[config.mk]
export PLATFORM = sky130hd
export DESIGN_NAME = prefix_adc_unit
export DESIGN_NICKNAME = d
export VERILOG_FILES = /design/src/rtl/padc_pkg.sv /design/src/rtl/padc_prefix.sv /design/src/rtl/padc_regfile.sv /design/src/rtl/padc_alu.sv /design/src/rtl/padc_busy.sv /design/src/rtl/prefix_adc_unit.sv
export SDC_FILE = /design/constraint.sdc
export NUM_CORES = 1
export LEC_CHECK = 0
export BUFFER_PORTS_ARGS = -buffer_cell sky130_fd_sc_hd__buf_4
export CORE_ASPECT_RATIO = 1.2
export CORE_MARGIN = 2
export CORE_UTILIZATION = 42
export DETAILED_ROUTE_END_ITERATION = 8
export GPL_TIMING_DRIVEN = 0
export HOLD_SLACK_MARGIN = 0.02
export PLACE_DENSITY = 0.63
export SLEW_MARGIN = 30
export SYNTH_ARGS = -nofsm -noshare
export SYNTH_HDL_FRONTEND = slang
export SYNTH_SLANG_ARGS = --single-unit
[constraint.sdc]
create_clock -name clk_i -period 5.3 [get_ports clk_i]
set_input_delay 1.59 -clock clk_i [delete_from_list [all_inputs] [get_ports clk_i]]
set_output_delay 1.59 -clock clk_i [all_outputs]
set_load 0.005 [all_outputs]
[src/rtl/padc_pkg.sv]
package padc_pkg;
  localparam int XLEN = 16;
  localparam int NREG = 16;
  localparam int RIDX = $clog2(NREG);

  typedef logic [XLEN-1:0] word_t;
  typedef logic [RIDX-1:0] ridx_t;

  typedef struct packed {
    logic  alt1;
    logic  alt2;
    logic  with_b;
    ridx_t src;
    ridx_t dst;
  } pfx_t;

  typedef struct packed {
    logic ov;
    logic s;
    logic cy;
    logic z;
  } flags_t;

  localparam pfx_t PFX_IDLE = '0;

  localparam logic [7:0] OP_ALT1 = 8'h3D;
  localparam logic [7:0] OP_ALT2 = 8'h3E;
  localparam logic [7:0] OP_ALT3 = 8'h3F;
  localparam logic [3:0] HI_WITH = 4'h2;
  localparam logic [3:0] HI_FROM = 4'hB;
  localparam logic [3:0] HI_TO   = 4'h1;
  localparam logic [3:0] HI_ADC  = 4'h5;
endpackage

[src/rtl/padc_prefix.sv]
module padc_prefix
  import padc_pkg::*;
(
  input  logic       clk_i,
  input  logic       rst_ni,
  input  logic       take_i,
  input  logic [7:0] byte_i,
  output pfx_t       pfx_o,
  output logic       exec_o,
  output logic       imm_o
);
  pfx_t pfx_q, pfx_d;
  logic [3:0] hi, lo;

  assign hi     = byte_i[7:4];
  assign lo     = byte_i[3:0];
  assign exec_o = take_i && (hi == HI_ADC) && pfx_q.alt1;
  assign imm_o  = pfx_q.alt2;
  assign pfx_o  = pfx_q;

  always_comb begin
    pfx_d = pfx_q;
    if (exec_o) begin
      pfx_d = PFX_IDLE;
    end else if (take_i) begin
      if (byte_i == OP_ALT1) begin
        pfx_d.alt1 = 1'b1; pfx_d.alt2 = 1'b0;
      end else if (byte_i == OP_ALT2) begin
        pfx_d.alt1 = 1'b0; pfx_d.alt2 = 1'b1;
      end else if (byte_i == OP_ALT3) begin
        pfx_d.alt1 = 1'b1; pfx_d.alt2 = 1'b1;
      end else begin
        case (hi)
          HI_WITH: begin
            pfx_d.src    = ridx_t'(lo);
            pfx_d.dst    = ridx_t'(lo);
            pfx_d.with_b = 1'b1;
          end
          HI_FROM: pfx_d.src = ridx_t'(lo);
          HI_TO:   pfx_d.dst = ridx_t'(lo);
          default: ;
        endcase
      end
    end
  end

  always_ff @(posedge clk_i or negedge rst_ni) begin
    if (!rst_ni) pfx_q <= PFX_IDLE;
    else         pfx_q <= pfx_d;
  end

  assert_prefix_clear_R7: assert property (@(posedge clk_i) disable iff (!rst_ni)
    exec_o |=> (pfx_q == PFX_IDLE));

  assert_dropped_hold_R9: assert property (@(posedge clk_i) disable iff (!rst_ni)
    !take_i |=> (pfx_q == $past(pfx_q)));
endmodule

[src/rtl/padc_regfile.sv]
module padc_regfile #(
  parameter int NREG       = 16,
  parameter int XLEN       = 16,
  parameter int RESET_STEP = 'h1111,
  localparam int RIDX      = $clog2(NREG)
) (
  input  logic            clk_i,
  input  logic            rst_ni,
  input  logic            we_i,
  input  logic [RIDX-1:0] widx_i,
  input  logic [XLEN-1:0] wdata_i,
  input  logic [RIDX-1:0] a_idx_i,
  input  logic [RIDX-1:0] b_idx_i,
  input  logic [RIDX-1:0] r_idx_i,
  output logic [XLEN-1:0] a_o,
  output logic [XLEN-1:0] b_o,
  output logic [XLEN-1:0] r_o
);
  logic [XLEN-1:0] regs [NREG];

  for (genvar i = 0; i < NREG; i++) begin : g_reg
    localparam logic [XLEN-1:0] RV = XLEN'(i * RESET_STEP);
    logic [XLEN-1:0] q;
    always_ff @(posedge clk_i or negedge rst_ni) begin
      if (!rst_ni)                         q <= RV;
      else if (we_i && widx_i == RIDX'(i)) q <= wdata_i;
    end
    assign regs[i] = q;
  end

  assign a_o = regs[a_idx_i];
  assign b_o = regs[b_idx_i];
  assign r_o = regs[r_idx_i];

  assert_write_lands_R2: assert property (@(posedge clk_i) disable iff (!rst_ni)
    we_i |=> (regs[$past(widx_i)] == $past(wdata_i)));
endmodule

[src/rtl/padc_alu.sv]
module padc_alu
  import padc_pkg::*;
(
  input  word_t  a_i,
  input  word_t  b_i,
  input  logic   cin_i,
  output word_t  sum_o,
  output flags_t fl_o
);
  logic [XLEN:0] wide;

  assign wide     = {1'b0, a_i} + {1'b0, b_i} + {{XLEN{1'b0}}, cin_i};
  assign sum_o    = wide[XLEN-1:0];
  assign fl_o.cy  = wide[XLEN];
  assign fl_o.s   = wide[XLEN-1];
  assign fl_o.z   = (wide[XLEN-1:0] == '0);
  assign fl_o.ov  = (a_i[XLEN-1] == b_i[XLEN-1]) && (wide[XLEN-1] != a_i[XLEN-1]);
endmodule

[src/rtl/padc_busy.sv]
module padc_busy #(
  parameter int SLOW_CYC = 6,
  parameter int FAST_CYC = 2,
  localparam int CW      = $clog2(SLOW_CYC + 1)
) (
  input  logic clk_i,
  input  logic rst_ni,
  input  logic start_i,
  input  logic hit_i,
  output logic busy_o
);
  logic [CW-1:0] cnt_q;

  always_ff @(posedge clk_i or negedge rst_ni) begin
    if (!rst_ni)           cnt_q <= '0;
    else if (start_i)      cnt_q <= hit_i ? CW'(FAST_CYC) : CW'(SLOW_CYC);
    else if (cnt_q != '0)  cnt_q <= cnt_q - 1'b1;
  end

  assign busy_o = (cnt_q != '0);

  assert_busy_starts_R8: assert property (@(posedge clk_i) disable iff (!rst_ni)
    start_i |=> busy_o);

  assert_busy_ends_R8: assert property (@(posedge clk_i) disable iff (!rst_ni)
    (cnt_q == CW'(1) && !start_i) |=> !busy_o);
endmodule

[src/rtl/prefix_adc_unit.sv]
module prefix_adc_unit
  import padc_pkg::*;
#(
  parameter int SLOW_CYC   = 6,
  parameter int FAST_CYC   = 2,
  parameter int RESET_STEP = 'h1111
) (
  input  logic        clk_i,
  input  logic        rst_ni,
  input  logic        byte_valid_i,
  input  logic [7:0]  byte_i,
  input  logic        cache_hit_i,
  input  logic [3:0]  rd_idx_i,
  output logic [15:0] rd_data_o,
  output logic [3:0]  flags_o,
  output logic        busy_o,
  output logic [1:0]  alt_o,
  output logic        with_o
);
  logic   take, exec, imm;
  pfx_t   pfx;
  word_t  a_w, rb_w, b_w, sum_w;
  flags_t alu_fl, fl_q;

  assign take = byte_valid_i && !busy_o;

  padc_prefix u_prefix (
    .clk_i  (clk_i),
    .rst_ni (rst_ni),
    .take_i (take),
    .byte_i (byte_i),
    .pfx_o  (pfx),
    .exec_o (exec),
    .imm_o  (imm)
  );

  padc_regfile #(.NREG(NREG), .XLEN(XLEN), .RESET_STEP(RESET_STEP)) u_rf (
    .clk_i   (clk_i),
    .rst_ni  (rst_ni),
    .we_i    (exec),
    .widx_i  (pfx.dst),
    .wdata_i (sum_w),
    .a_idx_i (pfx.src),
    .b_idx_i (ridx_t'(byte_i[3:0])),
    .r_idx_i (ridx_t'(rd_idx_i)),
    .a_o     (a_w),
    .b_o     (rb_w),
    .r_o     (rd_data_o)
  );

  assign b_w = imm ? word_t'(byte_i[3:0]) : rb_w;

  padc_alu u_alu (
    .a_i   (a_w),
    .b_i   (b_w),
    .cin_i (fl_q.cy),
    .sum_o (sum_w),
    .fl_o  (alu_fl)
  );

  always_ff @(posedge clk_i or negedge rst_ni) begin
    if (!rst_ni)   fl_q <= '0;
    else if (exec) fl_q <= alu_fl;
  end

  padc_busy #(.SLOW_CYC(SLOW_CYC), .FAST_CYC(FAST_CYC)) u_busy (
    .clk_i   (clk_i),
    .rst_ni  (rst_ni),
    .start_i (exec),
    .hit_i   (cache_hit_i),
    .busy_o  (busy_o)
  );

  assign flags_o = fl_q;
  assign alt_o   = {pfx.alt2, pfx.alt1};
  assign with_o  = pfx.with_b;

  assert_no_exec_busy_R9: assert property (@(posedge clk_i) disable iff (!rst_ni)
    busy_o |-> !exec);

  assert_flags_hold_R11: assert property (@(posedge clk_i) disable iff (!rst_ni)
    !exec |=> (flags_o == $past(flags_o)));

  assert_ov_sign_R6: assert property (@(posedge clk_i) disable iff (!rst_ni)
    (exec && alu_fl.ov) |-> (a_w[XLEN-1] == b_w[XLEN-1]));
endmodule

# == Word-level counts from Yosys, hierarchy flattened ==
# Cells that the tools add are included.
# op_classes
reduce_logical,36
bitwise,3
n_eq_ne,27
add_sub_neg,3
shifts,0
n_lt_le_gt_ge,3
mux,24
div,0
multipliers,0
# ops
operator,n
$bmux W16 S4,3
$mux W16,7
$eq A4 B4 Y1 const B,9
$mux W9,3
$eq A8 B6 Y1 const B,3
$mux W11,2
$eq A4 B3 Y1 const B,5
$logic_and A1 B1 Y1,20
$add A16 B16 Y17,1
$add A17 B1 Y17,1
$logic_not A16 Y1,1
$ge A5 B5 Y1 const B,3
$not A4 Y5,3
$reduce_and A5 Y1,3
$eq A4 B2 Y1 const B,3
$reduce_bool A2 Y1,5
$mux W3,3
$eq A4 B1 Y1 const B,2
$mux W4,2
$mux W2,3
$ne A2 B1 Y1 const B,3
$logic_not A4 Y1,1
$reduce_bool A4 Y1,1
$reduce_or A2 Y1,2
other kinds (7),7
# word_totals
input_bits,16
elab_cells,122
register_bits,274
out_inout_bits,24
romBits,0
latchBits,0
memories,0
ram_bits,0

# == Logic depth before layout (Yosys ltp) ==
# depth
ltp_word,9
ltp_mapped,17
ltp_nobuf,13

# == Modules after synthesis ==
# A second synthesis with hierarchy kept.
# hier_totals
cells_unflattened,1203
hier_area_um2,17386.7
# by_module_without_submodules
module,area_per_inst_um2,cells_each,instances,seq_area_each_um2
padc_regfile,15366.0,985,1,6566.3
padc_alu,907.1,116,1,0.0
padc_prefix,629.4,59,1,275.3
prefix_adc_unit,309.0,27,1,100.1
padc_busy,175.2,16,1,75.1

# == Worst setup path after synthesis ==
# Ideal clock, no wire load.
# synth_timing
kind,input port to flip-flop
from,input byte_i[0]
to,register u_rf.g_reg[10].q[10]
path_buffers,3
slack_ns,-0.117
setup_time_ns,0.133
cell_stages,15
arrival_ns,5.284
required_ns,5.167
cell_sequence,clkbuf_1 buf_2 mux4_2 mux4_2 mux2_2 fa_1 inv_1 fa_1 nor2b_1 o211ai_1 a21boi_2 or3_2 nand2_1 clkbuf_1 o21ai_0
# synth_via
elab_chain_len,7
# synth_rtl
item,line,source
from (decl),prefix_adc_unit.sv:11,"input logic [7:0] byte_i,"
$not A4 Y5 (not written as such),padc_regfile.sv:32,assign b_o = regs[b_idx_i];
$bmux W16 S4,padc_regfile.sv:32,
$mux W16 (not written as such) (2 in series),padc_regfile.sv:32,
$mux W16 *,prefix_adc_unit.sv:51,assign b_w = imm ? word_t'(byte_i[3:0]) : rb_w;
$add A16 B16 Y17 *,padc_alu.sv:12,"assign wide = {1'b0, a_i} + {1'b0, b_i} + {{XLEN{1'b0}}, cin_i};"
$add A17 B1 Y17 *,padc_alu.sv:12,
to (signal assigned),padc_regfile.sv:26,else if (we_i && widx_i == RIDX'(i)) q <= wdata_i;
to (decl),padc_regfile.sv:23,logic [XLEN-1:0] q;
# Mark *: on every way between the ends. The rest lies on a longest branch, timed or not. The select of a mux whose other input is x is not followed.
# A chain may end at the register's enable or synchronous reset.

# == Worst setup path after layout ==
# layout_timing
from,input rd_idx_i[0]
to,output rd_data_o[8]
# layout_via
elab_chain_len,4
# layout_rtl
item,line,source
from (decl),prefix_adc_unit.sv:13,"input logic [3:0] rd_idx_i,"
$not A4 Y5 (not written as such),padc_regfile.sv:33,assign r_o = regs[r_idx_i];
$bmux W16 S4,padc_regfile.sv:33,
$mux W16 (not written as such) (2 in series),padc_regfile.sv:33,
to (decl),prefix_adc_unit.sv:14,"output logic [15:0] rd_data_o,"
# No other way between the ends. The select of a mux whose other input is x is not followed.

==> reports/results.ini <==
[floorplanning]
dieArea_um2=41940
core-area_um2=39740
die_h_um=223.9
die_x_um=187.3
start_util_pct=42.61
ios=40
rows=80

[worst_setup_path]
timing.rr.end=u_rf.g_reg[4].q[12]
crit_path_max_incr_delay_ps=580
crit_slowest_cell=mux4_2
crit_fanout=10
critPathKind=in2out
path_cells=clkbuf_2 > buf_2 > mux4_2 > mux4_2 > buf_4
critPathLaunchType=input pin
arrival_ps=3620
regToRegSetupSlack_ps=210
worst_path_most_repeated_cell=mux4_2
crit_path_end_kind=primary output
rr_startpoint=u_prefix.pfx_o[5]
cp.required_ps=3710
r2r_cells=16

[clock_tree]
cts_tree=built
clock_sinks=274
htreeDepth=1
path_clk_slew_ps=70
clk_latency_ps=580
cts_buffers=28
clock-root-buffer=clkbuf_16
cts_max_path_buffers=3

[grt]
antenna_found_initial=0
grt_util_met1_pct=32.48
grt_util_met2_pct=46.12
use_met3_pct=3.744
grt_pass1_vias=13046
grt-ovfl-total=0
grt_pass1_wl_um=81680
track_usage_pct=26.05
busiest_layer=met2
grt_max_degree=91

[timing]
fmax_mhz=191.9
slew_headroom_pct=33.20
min_period_ps=5210
finalMaxSlewViolations=0
period_share_pct=98.30
final.setup.worst_slack_ps=89.89
setup-tns-final_ps=0
finalSetupViolCount=0
clock_skew_ps=15.94
worst_pin_slew_ps=1002
finalHoldViolations=0

[pwr]
peakVddDrop_mv=0.2354
p_leak_nw=7.255
cellPowerDensity_nw_per_um2=277.9
p_total_mw=5.358

[placed_design]
gp_congestion=0.9692
placed_area_um2=17950
hpwl_um=41870
place_ws_ps=-1853
port_buffers=33

[worst_hold_path]
hold_path_class=reg2reg
hold_start=flags_o[2]
hold_depth=2
whs_endpoint=flags_o[2]

[detailed_routing]
viasPerCell=6.254
firstDrtPassIters=5
drt-initial-drc-count=1337
final_antenna_net_count=0
drc=0
vias=12696
wire_per_inst_um=26.29
totalWireLength_um=53360

[yosys]
synth-edff-count=0
ys_types=68
synth_seq_area_share_pct=41.44
ys.flop_type=dfrtp_1
yosysWarnings=0
syn_nets=1436
ys_async_sr_fraction_pct=100.0
syn_inst=1401
synth_seq_cells=274
synthesis.area_um2=16930
syn_area_per_cell_um2=12.09

[layout]
area_delta_synth_final_pct=13.86
drive_gt1_share_pct=37.61
final.fill_count=3519
nets=1510
fin_area_um2=19280
antenna_cells=0

[status]
status=completed

[job]
cap_violations=0

## Yosys cell counts, types with 11 or more instances
library cell / number / share of area [%]
mux4_2: 238 / 32
o21ai_0: 253 / 7.5
nor3_1: 14 / 0.41
a21oi_1: 15 / 0.44
inv_1: 15 / 0.33
nand3_1: 13 / 0.38
nor2b_1: 17 / 0.63
o21ai_1: 11 / 0.33
ha_1: 17 / 1.3
nor2_1: 16 / 0.35
buf_2: 21 / 0.62
mux2_2: 19 / 1.3
nand2_1: 282 / 6.3
clkbuf_1: 96 / 2.1
dfrtp_1: 146 / 22
dfstp_2: 128 / 20
## kinds of logic after synthesis
family	after synthesis	share of synthesized area [%]
multiplexers	262	33.22
XOR/XNOR	10	0.5173
AO/OA/AOI/OAI	319	10.42
adder cells (fa/ha/maj)	19	1.493
buffers and inverters	146	3.599
AND/OR/NAND/NOR	371	9.311
flip-flops	274	41.44
## through the flow
step	instances	utilization [%]	hold slack [ps]
after detailed placement	1970	45.18	465.3
after floorplan	1401	-	451.5
after CTS	2025	48.08	486.3
final	2030	48.51	479.0
after global routing	2030	48.51	507.7
after global placement	1967	44.92	462.1
## timing repair
item / in CTS / in global routing
resized for setup: 34 / 45
setup buffers: 4 / 6
pin swaps: 3 / 6
setup endpoints to repair: 210 / 136
cloned: 0 / 0
hold buffers: 0 / 0
## area by class of cell
cell class | count | area (um^2) | area share, %
Multi-Input combinational cell | 981 | 9477 | 49.16
Sequential cell | 274 | 7017 | 36.40
Clock buffer | 37 | 795.8 | 4.128
Tap cell | 533 | 666.9 | 3.459
Buffer | 128 | 621.8 | 3.226
Timing Repair Buffer | 46 | 437.9 | 2.272
Clock inverter | 15 | 202.7 | 1.051
Inverter | 16 | 60.06 | 0.3115
## placed cells by master, fill, tap and decap left out, types with 17 or more instances in the layout
cell       instances
buf_4             50
dfrtp_1          146
mux4_2           238
clkbuf_2          19
nor2b_1           17
mux2_2            19
o21ai_0          251
dfstp_2          128
clkbuf_1          78
ha_1              17
clkbuf_16         29
nand2_1          279
## flip-flops by register name (all words and copies together), names as in the netlist
name            flops
flags_o             4
u_prefix.imm_o      1
u_busy.cnt_q        3
u_rf.g.q          256
u_prefix.pfx_o     10
## critical path: cells and delay by family
family	cells	cell delay [ps]
buf+inv	3	910
mux	2	1100
## worst max path at each step
stage,startpoint,endpoint,cells past startpoint
2_1_floorplan,byte_i[0],u_rf.g_reg[10].q[10],15
3_3_place_gp,byte_i[1],flags_o[0],14
3_5_place_dp,byte_i[1],flags_o[0],14
4_1_cts,byte_i[0],u_rf.g_reg[5].q[14],16
5_1_grt,byte_i[0],u_rf.g_reg[5].q[13],15
6_report,rd_idx_i[0],rd_data_o[8],5
## metal layers
metal  part of all wire (%)  routed length (um)
met5                      0                   0
met2                     52               27730
met3                    7.3                3898
met4                    3.5                1851
met1                     37               19880
## where the power goes
part / switching [mW] / total (mW) / internal (mW)
Combinational: 0.599 / 0.985 / 0.386
Clock: 0.894 / 2.19 / 1.30
Sequential: 0.0415 / 2.18 / 2.14
Total: 1.53 / 5.36 / 3.82
Power figures use the tool's default switching activity.
